<file path="config.mk">
export PLATFORM = sky130hd
export DESIGN_NAME = resadd_unit
export DESIGN_NICKNAME = d
export VERILOG_FILES = /design/src/rtl/resadd_pkg.sv /design/src/rtl/resadd_mod3.sv /design/src/rtl/resadd_core.sv /design/src/rtl/resadd_resck.sv /design/src/rtl/resadd_ctrl.sv /design/src/rtl/resadd_unit.sv
export SDC_FILE = /design/constraint.sdc
export NUM_CORES = 1
export LEC_CHECK = 0
export ABC_CLOCK_PERIOD_IN_PS = 20200
export BUFFER_PORTS_ARGS = -buffer_cell sky130_fd_sc_hd__buf_4
export CAP_MARGIN = 10
export CORE_UTILIZATION = 60
export CTS_CLUSTER_SIZE = 20
export DETAILED_ROUTE_END_ITERATION = 8
export GPL_ROUTABILITY_DRIVEN = 1
export GPL_TIMING_DRIVEN = 0
export PLACE_DENSITY = 0.88
export SYNTH_ARGS = -nofsm -noshare
export SYNTH_HDL_FRONTEND = slang
export SYNTH_HIERARCHICAL = 1
export SYNTH_SLANG_ARGS = --single-unit
</file>
<file path="constraint.sdc">
create_clock -name clk -period 20.2 [get_ports clk]
set_input_delay 1.01 -clock clk [delete_from_list [all_inputs] [get_ports clk]]
set_output_delay 1.01 -clock clk [all_outputs]
set_load 0.02 [all_outputs]
</file>
<file path="src/rtl/resadd_pkg.sv">
package resadd_pkg;
  typedef enum logic [2:0] {
    ST_IDLE, ST_EXEC, ST_CHECK, ST_REPLAY, ST_ALT, ST_COMMIT, ST_FAIL
  } seq_e;

  localparam logic [1:0] STS_CLEAN  = 2'b00;
  localparam logic [1:0] STS_TRANS  = 2'b01;
  localparam logic [1:0] STS_ALT    = 2'b10;
  localparam logic [1:0] STS_UNCORR = 2'b11;
endpackage

</file>
<file path="src/rtl/resadd_mod3.sv">
module resadd_mod3 #(
  parameter int N = 16
) (
  input  logic [N-1:0] v,
  output logic [1:0]   r
);
  logic [1:0] acc;
  logic [2:0] t;

  // Horner fold, MSB first: acc = (2*acc + bit) mod 3
  always_comb begin
    acc = 2'd0;
    t   = 3'd0;
    for (int i = N - 1; i >= 0; i--) begin
      t   = {acc, v[i]};
      acc = (t >= 3'd3) ? 2'(t - 3'd3) : t[1:0];
    end
    r = acc;
  end
endmodule

</file>
<file path="src/rtl/resadd_core.sv">
module resadd_core #(
  parameter int WIDTH  = 16,
  parameter int IDXW   = 5,
  parameter bit RIPPLE = 1'b0
) (
  input  logic [WIDTH-1:0] a,
  input  logic [WIDTH-1:0] b,
  input  logic             sub,
  input  logic             flip_en,
  input  logic [IDXW-1:0]  flip_idx,
  output logic [WIDTH:0]   res
);
  logic [WIDTH-1:0] bx;
  logic [WIDTH:0]   raw;
  logic [WIDTH:0]   mask;

  assign bx = sub ? ~b : b;

  generate
    if (!RIPPLE) begin : g_fast
      assign raw = {1'b0, a} + {1'b0, bx} + {{WIDTH{1'b0}}, sub};
    end else begin : g_ripple
      logic [WIDTH:0] c;
      assign c[0] = sub;
      for (genvar i = 0; i < WIDTH; i++) begin : g_bit
        assign raw[i]   = a[i] ^ bx[i] ^ c[i];
        assign c[i+1]   = (a[i] & bx[i]) | (c[i] & (a[i] ^ bx[i]));
      end
      assign raw[WIDTH] = c[WIDTH];
    end
  endgenerate

  assign mask = flip_en ? ((WIDTH+1)'(1) << flip_idx) : '0;
  assign res  = raw ^ mask;
endmodule

</file>
<file path="src/rtl/resadd_resck.sv">
module resadd_resck #(
  parameter int WIDTH = 16
) (
  input  logic [WIDTH-1:0] a,
  input  logic [WIDTH-1:0] b,
  input  logic             sub,
  input  logic [WIDTH:0]   res,
  output logic             mismatch
);
  // residue of 2^WIDTH, added back for the subtract form a + (2^W - b)
  localparam logic [1:0] WRAP = (WIDTH % 2 == 0) ? 2'd1 : 2'd2;

  logic [1:0] ra, rb, rr, pred;
  logic [3:0] tot;

  resadd_mod3 #(.N(WIDTH))   u_ma (.v(a),   .r(ra));
  resadd_mod3 #(.N(WIDTH))   u_mb (.v(b),   .r(rb));
  resadd_mod3 #(.N(WIDTH+1)) u_mr (.v(res), .r(rr));

  always_comb begin
    if (sub) tot = {2'b00, ra} + (4'd3 - {2'b00, rb}) + {2'b00, WRAP};
    else     tot = {2'b00, ra} + {2'b00, rb};
    pred     = 2'(tot % 4'd3);
    mismatch = (pred != rr);
  end
endmodule

</file>
<file path="src/rtl/resadd_ctrl.sv">
module resadd_ctrl
  import resadd_pkg::*;
#(
  parameter int CNT_W = 8
) (
  input  logic             clk,
  input  logic             rst_n,
  input  logic             op_valid,
  output logic             op_ready,
  input  logic [1:0]       inj_main_cnt,
  input  logic             inj_alt,
  input  logic             mismatch,
  output logic             accept,
  output logic             res_load,
  output logic             sel_alt,
  output logic             flip_en,
  output logic             commit,
  output logic             out_valid,
  output logic [1:0]       out_status,
  output logic             chk_err,
  output logic             esc_req,
  output logic [CNT_W-1:0] trans_cnt,
  output logic [CNT_W-1:0] esc_cnt
);
  localparam logic [CNT_W-1:0] CNT_MAX = '1;

  seq_e       state_q, state_d;
  logic [1:0] pass_q, pass_d;
  logic [1:0] injm_q, injm_d;
  logic       inja_q, inja_d;
  logic       trans_inc, esc_inc;

  always_comb begin
    state_d = state_q;
    pass_d  = pass_q;
    injm_d  = injm_q;
    inja_d  = inja_q;
    unique case (state_q)
      ST_IDLE: if (op_valid) begin
        state_d = ST_EXEC;
        pass_d  = 2'd0;
        injm_d  = inj_main_cnt;
        inja_d  = inj_alt;
      end
      ST_EXEC, ST_REPLAY: begin
        state_d = ST_CHECK;
        if (injm_q != 2'd0) injm_d = injm_q - 2'd1;
      end
      ST_ALT: begin
        state_d = ST_CHECK;
        inja_d  = 1'b0;
      end
      ST_CHECK: begin
        if (!mismatch)            state_d = ST_COMMIT;
        else if (pass_q == 2'd0)  state_d = ST_REPLAY;
        else if (pass_q == 2'd1)  state_d = ST_ALT;
        else                      state_d = ST_FAIL;
        if (mismatch) pass_d = pass_q + 2'd1;
      end
      ST_COMMIT, ST_FAIL: state_d = ST_IDLE;
      default: state_d = ST_IDLE;
    endcase
  end

  assign op_ready  = (state_q == ST_IDLE);
  assign accept    = op_ready & op_valid;
  assign res_load  = (state_q == ST_EXEC) | (state_q == ST_REPLAY) | (state_q == ST_ALT);
  assign sel_alt   = (state_q == ST_ALT);
  assign flip_en   = sel_alt ? inja_q : (injm_q != 2'd0);
  assign commit    = (state_q == ST_COMMIT);
  assign out_valid = commit | (state_q == ST_FAIL);
  assign chk_err   = (state_q == ST_CHECK) & mismatch;
  assign esc_req   = sel_alt;

  always_comb begin
    if (state_q == ST_FAIL)   out_status = STS_UNCORR;
    else if (pass_q == 2'd1)  out_status = STS_TRANS;
    else if (pass_q == 2'd2)  out_status = STS_ALT;
    else                      out_status = STS_CLEAN;
  end

  assign trans_inc = commit && (pass_q == 2'd1) && (trans_cnt != CNT_MAX);
  assign esc_inc   = sel_alt && (esc_cnt != CNT_MAX);

  always_ff @(posedge clk or negedge rst_n) begin
    if (!rst_n) begin
      state_q   <= ST_IDLE;
      pass_q    <= 2'd0;
      injm_q    <= 2'd0;
      inja_q    <= 1'b0;
      trans_cnt <= '0;
      esc_cnt   <= '0;
    end else begin
      state_q <= state_d;
      pass_q  <= pass_d;
      injm_q  <= injm_d;
      inja_q  <= inja_d;
      if (trans_inc) trans_cnt <= trans_cnt + 1'b1;
      if (esc_inc)   esc_cnt   <= esc_cnt + 1'b1;
    end
  end


  ready_back_chk: assert property (@(posedge clk) disable iff (!rst_n)
    out_valid |=> op_ready);

  busy_after_accept_chk: assert property (@(posedge clk) disable iff (!rst_n)
    accept |=> !op_ready);

  clean_commit_chk: assert property (@(posedge clk) disable iff (!rst_n)
    (state_q == ST_CHECK && !mismatch && pass_q == 2'd0) |=> (out_valid && out_status == STS_CLEAN));

  esc_after_err_chk: assert property (@(posedge clk) disable iff (!rst_n)
    esc_req |-> $past(chk_err));

  esc_pulse_chk: assert property (@(posedge clk) disable iff (!rst_n)
    esc_req |=> !esc_req);

  trans_sat_chk: assert property (@(posedge clk) disable iff (!rst_n)
    ($past(trans_cnt) == CNT_MAX) |-> (trans_cnt == CNT_MAX));

  esc_mono_chk: assert property (@(posedge clk) disable iff (!rst_n)
    (esc_cnt >= $past(esc_cnt)));
endmodule

</file>
<file path="src/rtl/resadd_unit.sv">
module resadd_unit
  import resadd_pkg::*;
#(
  parameter int WIDTH = 16,
  parameter int CNT_W = 8,
  parameter int IDXW  = $clog2(WIDTH + 1)
) (
  input  logic             clk,
  input  logic             rst_n,
  input  logic             op_valid,
  output logic             op_ready,
  input  logic             op_sub,
  input  logic [WIDTH-1:0] op_a,
  input  logic [WIDTH-1:0] op_b,
  input  logic [1:0]       inj_main_cnt,
  input  logic             inj_alt,
  input  logic [IDXW-1:0]  inj_bit,
  output logic             out_valid,
  output logic [1:0]       out_status,
  output logic [WIDTH:0]   out_result,
  output logic             chk_err,
  output logic             esc_req,
  output logic [CNT_W-1:0] trans_cnt,
  output logic [CNT_W-1:0] esc_cnt
);
  logic [WIDTH-1:0] a_q, b_q;
  logic             sub_q;
  logic [IDXW-1:0]  bit_q;
  logic [WIDTH:0]   res_q, main_res, alt_res;
  logic             accept, res_load, sel_alt, flip_en, commit, mismatch;

  resadd_ctrl #(.CNT_W(CNT_W)) u_ctrl (
    .clk(clk), .rst_n(rst_n), .op_valid(op_valid), .op_ready(op_ready),
    .inj_main_cnt(inj_main_cnt), .inj_alt(inj_alt), .mismatch(mismatch),
    .accept(accept), .res_load(res_load), .sel_alt(sel_alt), .flip_en(flip_en),
    .commit(commit), .out_valid(out_valid), .out_status(out_status),
    .chk_err(chk_err), .esc_req(esc_req), .trans_cnt(trans_cnt), .esc_cnt(esc_cnt)
  );

  resadd_core #(.WIDTH(WIDTH), .IDXW(IDXW), .RIPPLE(1'b0)) u_main (
    .a(a_q), .b(b_q), .sub(sub_q), .flip_en(flip_en & ~sel_alt),
    .flip_idx(bit_q), .res(main_res)
  );

  resadd_core #(.WIDTH(WIDTH), .IDXW(IDXW), .RIPPLE(1'b1)) u_alt (
    .a(a_q), .b(b_q), .sub(sub_q), .flip_en(flip_en & sel_alt),
    .flip_idx(bit_q), .res(alt_res)
  );

  resadd_resck #(.WIDTH(WIDTH)) u_chk (
    .a(a_q), .b(b_q), .sub(sub_q), .res(res_q), .mismatch(mismatch)
  );

  always_ff @(posedge clk or negedge rst_n) begin
    if (!rst_n) begin
      a_q   <= '0;
      b_q   <= '0;
      sub_q <= 1'b0;
      bit_q <= '0;
      res_q <= '0;
    end else begin
      if (accept) begin
        a_q   <= op_a;
        b_q   <= op_b;
        sub_q <= op_sub;
        bit_q <= inj_bit;
      end
      if (res_load) res_q <= sel_alt ? alt_res : main_res;
    end
  end

  assign out_result = commit ? res_q : '0;


  fail_zero_chk: assert property (@(posedge clk) disable iff (!rst_n)
    (out_valid && out_status == STS_UNCORR) |-> (out_result == '0));

  commit_clean_res_chk: assert property (@(posedge clk) disable iff (!rst_n)
    (out_valid && out_status != STS_UNCORR) |-> $past(!mismatch));
endmodule

</file>
# Word-level counts from Yosys, hierarchy flattened
# Index checks and enable logic that the tools add are counted.
word_totals:
  ff_bits: 79
  latch_bits: 0
  ramBits: 0
  mem_bits_ro: 0
  inputBits: 44
  out_inout_bits: 39
  wordCells: 303
  n_memories: 0
op_classes:
  addsub: 56
  mul: 0
  n_div: 1
  order_cmp: 46
  n_eq_ne: 14
  shift: 1
  muxes: 69
  bitwise_logic: 91
  reduce_logical: 14
ops:
  columns: ["op", "n"]
  rows:
  - [">= comparator 3 x 2 -> 1 bit, second input constant", 43]
  - ["two-way mux 2 bit", 54]
  - ["subtractor 2 bit, second input constant", 46]
  - ["two-way mux 17 bit", 4]
  - ["bitwise AND 1 bit", 36]
  - ["XOR 17 bit", 2]
  - ["XOR 1 bit", 32]
  - ["bitwise OR 1 bit", 19]
  - ["adder 16 x 16 -> 17 bit", 1]
  - ["adder 17 x 1 -> 17 bit", 1]
  - ["<< shifter 1 x 5 -> 17 bit, first input constant", 1]
  - ["adder 8 x 1 -> 8 bit, second input constant", 2]
  - ["two-way mux 16 bit", 1]
  - ["inequality test 8 bit, second input constant", 2]
  - ["NOT 16 bit", 1]
  - ["equality test 3 bit, second input constant", 3]
  - ["two-way mux 3 bit", 3]
  - ["one-hot mux 3 bit (3 select lines)", 1]
  - ["one-hot mux 2 bit (2 select lines)", 2]
  - ["nonzero test 2 bit", 4]
  - ["equality test 3 x 2 -> 1 bit, second input constant", 2]
  - [">= comparator 2 bit, second input constant", 3]
  - ["AND reduction 3 bit", 2]
  - ["adder 2 x 4 -> 4 bit", 1]
  - ["22 further kinds", 26]

# Longest topological paths before layout
# Gate-level depths: netlist (run 1).
logic_depth:
  word_depth: 38
  mapped_depth: 86
  depth_no_buf: 85

# Cells and area by module
# The synthesis (run 1) kept the hierarchy.
by_module_without_submodules:
  columns: ["module", "n_inst", "cells_per_inst", "area_per_inst_um2", "seq_area_each_um2"]
  rows:
  - ["resadd_mod3 (u_chk.u_ma ...)", 2, 168, 1296.2, 0.0]
  - ["resadd_unit", 1, 174, 2412.3, 1376.3]
  - ["resadd_ctrl", 1, 134, 1357.6, 600.6]
  - ["resadd_mod3 (u_chk.u_mr)", 1, 188, 1306.3, 0.0]
  - ["resadd_core (u_main)", 1, 164, 1224.9, 0.0]
  - ["resadd_core (u_alt)", 1, 98, 855.8, 0.0]
  - ["resadd_resck", 1, 26, 221.5, 0.0]

# Least setup slack after synthesis (run 1)
# No wires, ideal clock.
synth_path:
  path_kind: "register to output"
  from: "reg a_q[15]"
  to: "out chk_err"
  arrival_time_ns: 16.070
  required_time_ns: 19.190
  slack_ns: 3.120
  stages_incl_launch_ff: 82
  n_path_buf: 1
  cell_sequence: "dfrtp_1 -> nor2b_1 -> ha_1 -> or2_1 -> o21ai_2 -> and2_2 -> ha_1 -> a2111oi_4 -> and2b_2 -> nor2_1 -> ha_1 -> buf_6 -> and3b_1 -> o22ai_1 -> o311ai_0 -> nand2_1 -> nand2_1 -> ha_1 -> [46 not listed] -> o32a_1 -> nand3_1 -> inv_1 -> ha_1 -> a311o_1 -> o2bb2ai_1 -> mux2_1 -> ha_1 -> inv_1 -> fa_1 -> o32ai_1 -> ha_1 -> and4bb_1 -> nor3_2 -> xnor2_1 -> a2bb2oi_1 -> nand4bb_1 -> inv_1"
synth_between:
  elab_chain_cells: 36
synth_lines:
  columns: ["element", "line", "rtl"]
  rows:
  - ["start: declaration", "resadd_unit.sv:26", "logic [WIDTH-1:0] a_q, b_q;"]
  - ["start signal: assignment", "resadd_unit.sv:63", "a_q <= op_a;"]
  - ["subtractor 2 bit or >= comparator 2 bit (tied branches)", "resadd_mod3.sv:16", "acc = (t >= 3'd3) ? 2'(t - 3'd3) : t[1:0];"]
  - ["two-way mux 2 bit (*)", "resadd_mod3.sv:16", null]
  - [">= comparator 3 x 2 -> 1 bit or subtractor 2 bit (tied branches)", "resadd_mod3.sv:16", null]
  - ["two-way mux 2 bit (*)", "resadd_mod3.sv:16", null]
  - [">= comparator 3 x 2 -> 1 bit or subtractor 2 bit (tied branches)", "resadd_mod3.sv:16", null]
  - ["two-way mux 2 bit (*)", "resadd_mod3.sv:16", null]
  - [">= comparator 3 x 2 -> 1 bit or subtractor 2 bit (tied branches)", "resadd_mod3.sv:16", null]
  - ["two-way mux 2 bit (*)", "resadd_mod3.sv:16", null]
  - ["[22 not listed]", null, null]
  - ["via u_chk.ra[0]", "resadd_resck.sv:13", "logic [1:0] ra, rb, rr, pred;"]
  - ["adder 2 x 4 -> 4 bit", "resadd_resck.sv:21", "if (sub) tot = {2'b00, ra} + (4'd3 - {2'b00, rb}) + {2'b00, WRAP};"]
  - ["adder 4 x 1 -> 4 bit", "resadd_resck.sv:21", null]
  - ["two-way mux 4 bit (*)", "resadd_resck.sv:21", null]
  - ["modulo 4 x 2 -> 4 bit (*)", "resadd_resck.sv:23", "pred = 2'(tot % 4'd3);"]
  - ["inequality test 2 bit (*)", "resadd_resck.sv:24", "mismatch = (pred != rr);"]
  - ["via mismatch", "resadd_unit.sv:30", "logic accept, res_load, sel_alt, flip_en, commit, mismatch;"]
  - ["bitwise AND 1 bit (*)", "resadd_ctrl.sv:72", "assign chk_err = (state_q == ST_CHECK) & mismatch;"]
  - ["end: declaration", "resadd_unit.sv:21", "output logic chk_err,"]
# Mark *: on every way through the listed nets, which the timed path passes. The rest lies on a longest branch.

# Worst setup path after layout (run 1)
# Ends and elaborated chain as after synthesis.

==> results of run 1 <==
==> final cells by class <==
class	instances	area, sq um	share of cell area, %
Multi-Input combinational cell	943	7560	67.5
Sequential cell	79	1980	17.6
Timing Repair Buffer	84	631	5.62
Tap cell	216	270	2.41
Inverter	66	249	2.22
Clock buffer	9	225	2.01
Buffer	32	216	1.93
Clock inverter	7	78.8	0.703
==> cell families (layout without fill, tap and decap cells) <==
logic type | Yosys count | count (layout) | share of synthesized area, %
AND/OR/NAND/NOR | 425 | 425 | 24.5
AO/OA/AOI/OAI | 250 | 250 | 19.6
buffers and inverters | 98 | 198 | 4.67
multiplexers | 91 | 91 | 11.2
adder cells (fa/ha/maj) | 89 | 89 | 12.5
XOR/XNOR | 88 | 88 | 7.73
flip-flops | 79 | 79 | 19.8
==> per-layer routing <==
metal  up-vias  wire length [um]  global-route usage [%]
li1       4308                 -                       -
met1      4333             10200                    36.1
met2       260             11700                    48.6
met3        61              1150                    3.91
met4         0               600                    10.3
met5         -                 0                       0
==> repair_timing <==
action	in CTS	in global routing
resized for setup	0	12
setup endpoints to repair	0	1
buffers inserted	0	2
==> path summary, 6_finish.rpt <==
path	from	to	slack [ps]	depth (start not counted)
setup / recovery	a_q[15]$_DFFE_PN0P_	chk_err	980	82
hold / removal	u_ctrl/esc_cnt[5]$_DFFE_PN0P_	u_ctrl/esc_cnt[5]$_DFFE_PN0P_	530	1
setup reg to reg	a_q[15]$_DFFE_PN0P_	u_ctrl/pass_q[0]$_DFFE_PN0P_	2230	82
hold reg to reg	u_ctrl/esc_cnt[5]$_DFFE_PN0P_	u_ctrl/esc_cnt[5]$_DFFE_PN0P_	530	1
max in group asynchronous	rst_n	b_q[14]$_DFFE_PN0P_	18630	1
min in group asynchronous	rst_n	u_ctrl/trans_cnt[3]$_DFFE_PN0P_	820	1
==> critical path: cells and delay by family, from the launching register on <==
kind,cells,cell delay [ps]
fa+ha+maj,17,4240
xor+xnor,1,150
flops,1,470
compound gates,31,6410
buf+inv,6,620
mux,3,690
simple gates,24,5210
==> cells in the mapped netlist (24+ instances only) <==
cell type | count | area, sq um
dfrtp_1 | 79 | 1980
mux2i_1 | 33 | 330
mux2_2 | 26 | 293
and2_1 | 24 | 150
ha_1 | 71 | 888
nand2_1 | 76 | 285
nor2_1 | 90 | 338
nand3_1 | 24 | 120
a21oi_1 | 58 | 290
o21ai_0 | 24 | 120
nor3_1 | 37 | 185
xor2_1 | 33 | 289
inv_1 | 65 | 244
xnor2_1 | 55 | 482
==> metrics by stage <==
| step | utilization [%] | cell area, sq um | hold WS [ps] | setup WS (ps) |
|---|---|---|---|---|
| global placement | 67.6 | 10900 | 506 | 1700 |
| CTS | 69.5 | 11200 | 521 | 645 |
| floorplan | - | 9970 | 487 | 3120 |
| global route | 69.8 | 11200 | 544 | 0.776 |
| detailed placement | 67.6 | 10900 | 509 | 1090 |
| finish | 69.8 | 11200 | 528 | 976 |
==> state kept, by name (all words and copies together) (netlist names) <==
signal / flops
res_q: 17
a_q: 16
b_q: 16
u_ctrl/esc_cnt: 8
u_ctrl/trans_cnt: 8
bit_q: 5
u_ctrl/state_q: 3
u_ctrl/injm_q: 2
u_ctrl/pass_q: 2
sub_q: 1
u_ctrl/inja_q: 1
==> cells in the final DEF, fill, tap and decap left out, drive strengths merged, types with 15 or more instances in the layout <==
cell type,n
inv,68
fa,18
xnor2,55
nand2b,15
nor2,92
nand3,26
ha,71
a21oi,59
mux2i,38
a211oi,26
or3,16
o21ai,30
or2,20
clkbuf,16
mux2,53
nand2,77
and2,30
nor3b,24
buf,109
dfrtp,79
xor2,33
nor3,40
==> flow_summary.yaml, run 1 <==
cts:
  clock_sinks: 79
  clock_tree_from_tritoncts: "yes"
  worst_skew_pair.late_latency_ps: 360
  clockBufferDepth: 2
  ctsHoldBuffers: 0
  clock_tree.root_cell: "clkbuf_16"
  clk_pin_slew_worst_paths_ps: 60
  cts_max_level: 3
  tritoncts.num_buffers: 9
floorplan:
  initial_utilization_pct: 62.1
  horiz_die_dim_um: 131
  core_sq_um: 16100
  dieArea_sq_um: 17100
  rows: 46
  fp.dieH_um: 131
  io_pins: 83
grt:
  grt_remaining_overflow: 0
  total_global_route_track_usage_pct: 28.3
  antenna_found_initial: 0
  grt_pass1_wl_mm: 38.9
  first_global_vias: 8346
  pin_count_of_the_biggest_net_entering_global_routing: 80
logic_synthesis:
  mappedNetlistNets: 1253
  syn_inst: 1120
  yosysSeqAreaShare_pct: 19.8
  synth_enable_flop_cells: 0
  ys_types: 111
  synthesis.yosys.warnings: 6
  post_synth_instance_area_sq_um: 9970
  average_footprint_of_a_synthesized_cell_sq_um: 8.90
  synth-seq-cells: 79
  asyncSetResetFlopFracSynth_pct: 100
  yosys_most_used_dff: "dfrtp_1"
place:
  detailed_place_hpwl_mm: 17.8
  placedCellCount: 1418
  io_buffers: 82
  finalWeightedCongestion: 0.876
worst_hold_path:
  worstHoldPathType: "reg -> reg"
sta:
  fin_setup_tns_ps: 0
  final-hold-violation-count: 0
  post-route-min-period_ps: 19220
  achievable-frequency_mhz: 52.0
  rsz0062_at_grt: "false"
  report.final.slew_viol_count: 0
  max_slew_margin_pct: 30.6
  max_slew.worst_pin.slew_ps: 1040
  setup_viol_count_final: 0
  period_share_pct: 95.2
  fin_worst_skew_ps: 12.7
drt:
  post_dr_vias_cell: 6.24
  route.vias.total: 8962
  route.final.wire_length_mm: 23.6
  drt_drc_violations_left: 1
  antenna_violating_nets_post_route: 0
  detailedRoute.firstPassIterationCount: 8
  routedWlPerCell_um: 16.4
  drt_iter0_drc: 468
job:
  drv_cap: 0
setup_path:
  worst_path_arrival_ps: 18210
  worstSetupPathType: "reg -> out"
  kind_of_end_point_of_the_critical_path: "primary output"
  worstPathRequired_ps: 19190
  sort_of_element_at_the_start_of_the_critical_path: "flop"
  critical_path.max_fanout: 8
  slowest_stage: "or3_2"
  delay_of_the_slowest_critical_path_stage_ps: 480
  crit_top_cell: "ha_1"
layout:
  finalNonFillerCells: 1436
  fillers: 1198
  diodes: 0
  areaGrowthSynthToFinish_pct: 12.5
  fin_nets: 1348
  layout-drive-gt1-share_pct: 22.0
status:
  violated_checks: "design-rule violations"
  run_status: "complete, but fails checks"
Power of run 1 is not shown: default switching activity piles up to over one toggle a cycle in this logic, so the estimate is an artifact.
==> inputs of run 2 (changes only) <==
Settings changed: ABC_AREA set to 1, ABC_CLOCK_PERIOD_IN_PS 20200 to 23900, CORE_UTILIZATION 60 to 30, PLACE_DENSITY 0.88 to 0.54.
Clock period 20.2 ns to 23.9 ns, I/O delays scaled along.
==> flow_summary.yaml, run 2 <==
layout:
  most_frequent_standard_cell_in_the_layout_excluding_fill_and_tap_cells: "nand2_1"
  diodes: 0
  registers.top_by_ff_count: "res_q"
  fin_nets: 1876
  layout-drive-gt1-share_pct: 21.0
  biggestRegsByFlops: "res_q: 17 flops, a_q: 16 flops, b_q: 16 flops"
  areaGrowthSynthToFinish_pct: 14.1
  finalNonFillerCells: 2203
  largest_reg_flops: 17
  post-route-util_pct: 34.9
  leading_cell_types_in_the_layout_fill_and_taps_excluded: "nand2_1, inv_1, nand3_1"
logic_synthesis:
  synth.most_common_cell: "nand2_1"
  most_frequent_cells_after_synthesis: "nand2_1, inv_1, nand3_1"
  post-synth-top-area-cell: "dfrtp_1"
  syn_inst: 1650
  ys_types: 40
  synthesis.yosys.warnings: 6
  post_synth_instance_area_sq_um: 10600
  asyncSetResetFlopFracSynth_pct: 100
  mappedNetlistNets: 1783
  synth-seq-cells: 79
  yosysSeqAreaShare_pct: 18.6
  ys_top_cells_by_area: "dfrtp_1, nand2_1, inv_1, ha_1, nand3_1"
  yosys_most_used_dff: "dfrtp_1"
  synthDominantCellAreaShare_pct: 18.6
  average_footprint_of_a_synthesized_cell_sq_um: 6.44
  synth_enable_flop_cells: 0
drt:
  post_dr_vias_cell: 4.40
  antenna_violating_nets_post_route: 0
  drt_drc_violations_left: 0
  route.vias.total: 9699
  route.final.wire_length_mm: 25.2
  routedWlPerCell_um: 11.4
  detailedRoute.firstPassIterationCount: 5
  drt_iter0_drc: 424
place:
  dpl_ws_ps: 11090
  finalWeightedCongestion: 0.864
  detailed_place_hpwl_mm: 20.6
  placedCellCount: 2187
  io_buffers: 82
setup_path:
  kind_of_end_point_of_the_critical_path: "primary output"
  slowest_stage: "dfrtp_1"
  r2r_end: "u_ctrl/pass_q[0]$_DFFE_PN0P_"
  worstReg2RegStart: "a_q[15]$_DFFE_PN0P_"
  worstSetupPathType: "reg -> out"
  rrSetupSlack_ps: 12230
  critical_path.max_fanout: 5
  worstPathRequired_ps: 22710
  r2r_cells: 106
  delay_of_the_slowest_critical_path_stage_ps: 500
  sort_of_element_at_the_start_of_the_critical_path: "flop"
  worst_path_arrival_ps: 11980
  crit_top_cell: "nand2_1"
sta:
  max_slew.worst_pin.slew_ps: 1050
  achievable-frequency_mhz: 75.9
  final-hold-violation-count: 0
  post-route-min-period_ps: 13180
  fin_setup_tns_ps: 0
  fin_worst_skew_ps: 16.3
  max_slew_margin_pct: 29.8
  finalWorstSetupSlack_ps: 10720
  period_share_pct: 55.1
  setup_viol_count_final: 0
  report.final.slew_viol_count: 0
  rsz0062_at_grt: "false"
status:
  run_status: "complete, no violations"
floorplan:
  initial_utilization_pct: 30.6
  rows: 68
  fp.dieH_um: 190
  io_pins: 83
  horiz_die_dim_um: 190
  core_sq_um: 34700
  dieArea_sq_um: 36200
cts:
  post_cts_resized: 0
  clockBufferDepth: 2
  clock_tree.root_cell: "clkbuf_16"
  clock_tree_from_tritoncts: "yes"
  worst_skew_pair.late_latency_ps: 360
  tritoncts.num_buffers: 9
  clk_pin_slew_worst_paths_ps: 80
  ctsHoldBuffers: 0
  clock_sinks: 79
  post_cts_buffers: 0
  cts_max_level: 3
grt:
  grt_util_met2_pct: 24.7
  grtUsageMet3_pct: 1.70
  pin_count_of_the_biggest_net_entering_global_routing: 80
  grt_remaining_overflow: 0
  grt_pass1_wl_mm: 42.7
  antenna_found_initial: 0
  total_global_route_track_usage_pct: 14.4
  first_global_vias: 9084
  grt.met1_usage_pct: 19.1
  grt.busiest_layer: "met2"
worst_hold_path:
  worstHoldPathType: "reg -> reg"
  holdCritStartpoint: "u_ctrl/inja_q$_DFFE_PN0P_"
  hold-path-endpoint: "u_ctrl/inja_q$_DFFE_PN0P_"
  hold_path_depth: 2
job:
  drv_cap: 0
==> run 2: logic make-up after synthesis <==
kind of cell               Yosys count  share of synthesized area, %
AOI/OAI and AO/OA                  134                          8.21
muxes                                1                        0.0942
and+or+nand+nor                    902                          41.4
DFF                                 79                          18.6
adders and majority gates           89                          11.8
buffers and inverters              381                          14.7
xor gates and xnor gates            64                          5.28
==> run 2: cell type report <==
cell class              instances  area (sq um)
inverters                     358          1350
clock inverters                 7          85.1
clock buffers                   9           225
repair buffers                 82           616
flip-flops and latches         79          1980
plain buffers                  23           214
fillers                      3785         22600
multi-input cells            1190          7090
well taps                     455           569
==> run 2: worst max-delay path, delay by kind of cell (launching register included) <==
family | cells | cell delay (ps)
AOI/OAI and AO/OA | 5 | 850
adders and majority gates | 17 | 3430
buffers and inverters | 26 | 1620
DFF | 1 | 500
and+or+nand+nor | 57 | 5180
==> run 2: how the worst max path moves through the flow <==
stage / startpoint / to / slack [ps] / cells past startpoint
2_1_floorplan: a_q[14]$_DFFE_PN0P_ / chk_err / 12380 / 107
3_3_place_gp: a_q[15]$_DFFE_PN0P_ / chk_err / 11330 / 105
3_5_place_dp: a_q[15]$_DFFE_PN0P_ / chk_err / 11090 / 107
4_1_cts: a_q[15]$_DFFE_PN0P_ / chk_err / 10640 / 107
5_1_grt: a_q[15]$_DFFE_PN0P_ / chk_err / 9500 / 109
6_report: a_q[15]$_DFFE_PN0P_ / chk_err / 10720 / 105
==> run 2: stage by stage <==
stage          area (sq um)  hold slack, ps
2_1_floorplan         10600             469
3_3_place_gp          11800             481
3_5_place_dp          11800             494
4_1_cts               12100             516
5_1_grt               12100             549
6_report              12100             513
==> run 2: per-layer routing <==
layer,vias to the layer above,part of all wire (%)
li1,5230,-
met1,4338,50
met2,118,46
met3,13,2.7
met4,0,1.0
met5,-,0
Power of run 2 is left out for the same reason.
==> inputs of run 3 (changes only) <==
Settings changed: ABC_AREA 1 to 0, ABC_CLOCK_PERIOD_IN_PS 23900 to 10810, PLACE_DENSITY 0.54 to 0.55.
Clock period 23.9 ns to 10.81 ns, I/O delays scaled along.
==> flow_summary.yaml, run 3 (synthesis results as in run 1) <==
status:
  run_status: "complete, but fails checks"
  violated_checks: "negative setup slack"
floorplan:
  initial_utilization_pct: 30.6
  dieArea_sq_um: 34000
  horiz_die_dim_um: 184
  core_sq_um: 32600
  rows: 66
  io_pins: 83
  fp.dieH_um: 184
place:
  placedCellCount: 1644
  finalWeightedCongestion: 0.832
  io_buffers: 82
  detailed_place_hpwl_mm: 19.3
  dpl_ws_ps: -6260
setup_path:
  kind_of_end_point_of_the_critical_path: "primary output"
  slowest_stage: "fa_2"
  worstReg2RegStart: "a_q[15]$_DFFE_PN0P_"
  delay_of_the_slowest_critical_path_stage_ps: 590
  worst_setup_sp: "a_q[15]$_DFFE_PN0P_"
  critical_path.max_fanout: 5
  worstSetupPathType: "reg -> out"
  worstPathRequired_ps: 10270
  worst_path_arrival_ps: 15290
  sort_of_element_at_the_start_of_the_critical_path: "flop"
  crit_top_cell: "ha_4"
layout:
  diodes: 0
  most_frequent_standard_cell_in_the_layout_excluding_fill_and_tap_cells: "buf_4"
  fillers: 3235
  biggestRegsByFlops: "res_q: 17 flops, a_q: 16 flops, b_q: 16 flops"
  areaGrowthSynthToFinish_pct: 30.6
  largest_reg_flops: 17
  registers.top_by_ff_count: "res_q"
  fin_nets: 1438
  layout-drive-gt1-share_pct: 37.0
  finalNonFillerCells: 1752
  leading_cell_types_in_the_layout_fill_and_taps_excluded: "buf_4, nor2_1, dfrtp_1"
  post-route-util_pct: 39.9
cts:
  cts_max_level: 3
  clock_tree.root_cell: "clkbuf_16"
  clock_sinks: 79
  clock_tree_from_tritoncts: "yes"
  clk_pin_slew_worst_paths_ps: 80
  clockBufferDepth: 2
  worst_skew_pair.late_latency_ps: 360
  tritoncts.num_buffers: 9
grt:
  first_global_vias: 8823
  grt_remaining_overflow: 0
  grt_pass1_wl_mm: 43.0
  antenna_found_initial: 0
  total_global_route_track_usage_pct: 15.5
  pin_count_of_the_biggest_net_entering_global_routing: 80
sta:
  post-route-min-period_ps: 15830
  max_slew.worst_pin.slew_ps: 1080
  max_slew_margin_pct: 28.0
  final-hold-violation-count: 0
  setup_viol_count_final: 6
  achievable-frequency_mhz: 63.2
  period_share_pct: 146
  fin_worst_skew_ps: 13.7
  report.final.slew_viol_count: 0
  finalWorstSetupSlack_ps: -5020
  rsz0062_at_grt: "true"
worst_hold_path:
  worstHoldPathType: "in -> async"
drt:
  post_dr_vias_cell: 5.08
  routedWlPerCell_um: 14.8
  route.final.wire_length_mm: 25.9
  drt_iter0_drc: 396
  route.vias.total: 8908
  antenna_violating_nets_post_route: 0
  drt_drc_violations_left: 0
  detailedRoute.firstPassIterationCount: 6
job:
  drv_cap: 0
[run 3: final timing paths]
path,slack [ps],cells after the start,endpoint
setup / recovery,-5020,82,chk_err
hold / removal,360,1,u_ctrl/trans_cnt[5]$_DFFE_PN0P_
setup reg to reg,-4310,83,u_ctrl/pass_q[0]$_DFFE_PN0P_
hold reg to reg,530,1,u_ctrl/esc_cnt[0]$_DFFE_PN0P_
max in group asynchronous,9680,1,a_q[13]$_DFFE_PN0P_
min in group clk,400,2,u_ctrl/injm_q[0]$_DFFE_PN0P_
[run 3: final cells by class]
type | instances | area (sq um) | share of cell area (%)
tap | 442 | 553 | 4.25
sequential | 79 | 1980 | 15.2
clock inverter | 7 | 86.3 | 0.663
clock buffer | 9 | 225 | 1.73
multi-input combinational | 943 | 8390 | 64.4
buffer | 29 | 198 | 1.52
inverter | 66 | 249 | 1.91
timing repair buffer | 177 | 1340 | 10.3
[run 3: through the flow]
step | area (sq um) | TNS [ps] | hold WS, ps
final | 13000 | -26050 | 361
after global routing | 13000 | -30830 | 391
after CTS | 12700 | -25320 | 387
after detailed placement | 11600 | -34610 | 520
after global placement | 11600 | -33990 | 513
after floorplan | 10400 | -26790 | 245
[run 3: per-layer routing]
metal  wire [um]  track usage [%]
met3         722             2.15
met4         404             3.77
met1       12500             20.6
met2       12300             26.2
met5           0                0
[run 3: critical path: cells and delay by family, from the launching register on]
family | cells | cell delay [ps]
xor gates and xnor gates | 1 | 200
AOI/OAI and AO/OA | 31 | 5140
muxes | 2 | 250
buffers and inverters | 7 | 670
and+or+nand+nor | 25 | 4880
adders and majority gates | 16 | 3370
DFF | 1 | 430
[run 3: timing repair]
action	in CTS	in global routing
gates resized for setup	49	36
hold buffers	0	0
setup endpoints to repair	6	6
pin swaps	74	47
setup buffers	81	15
Power of run 3 is left out for the same reason.
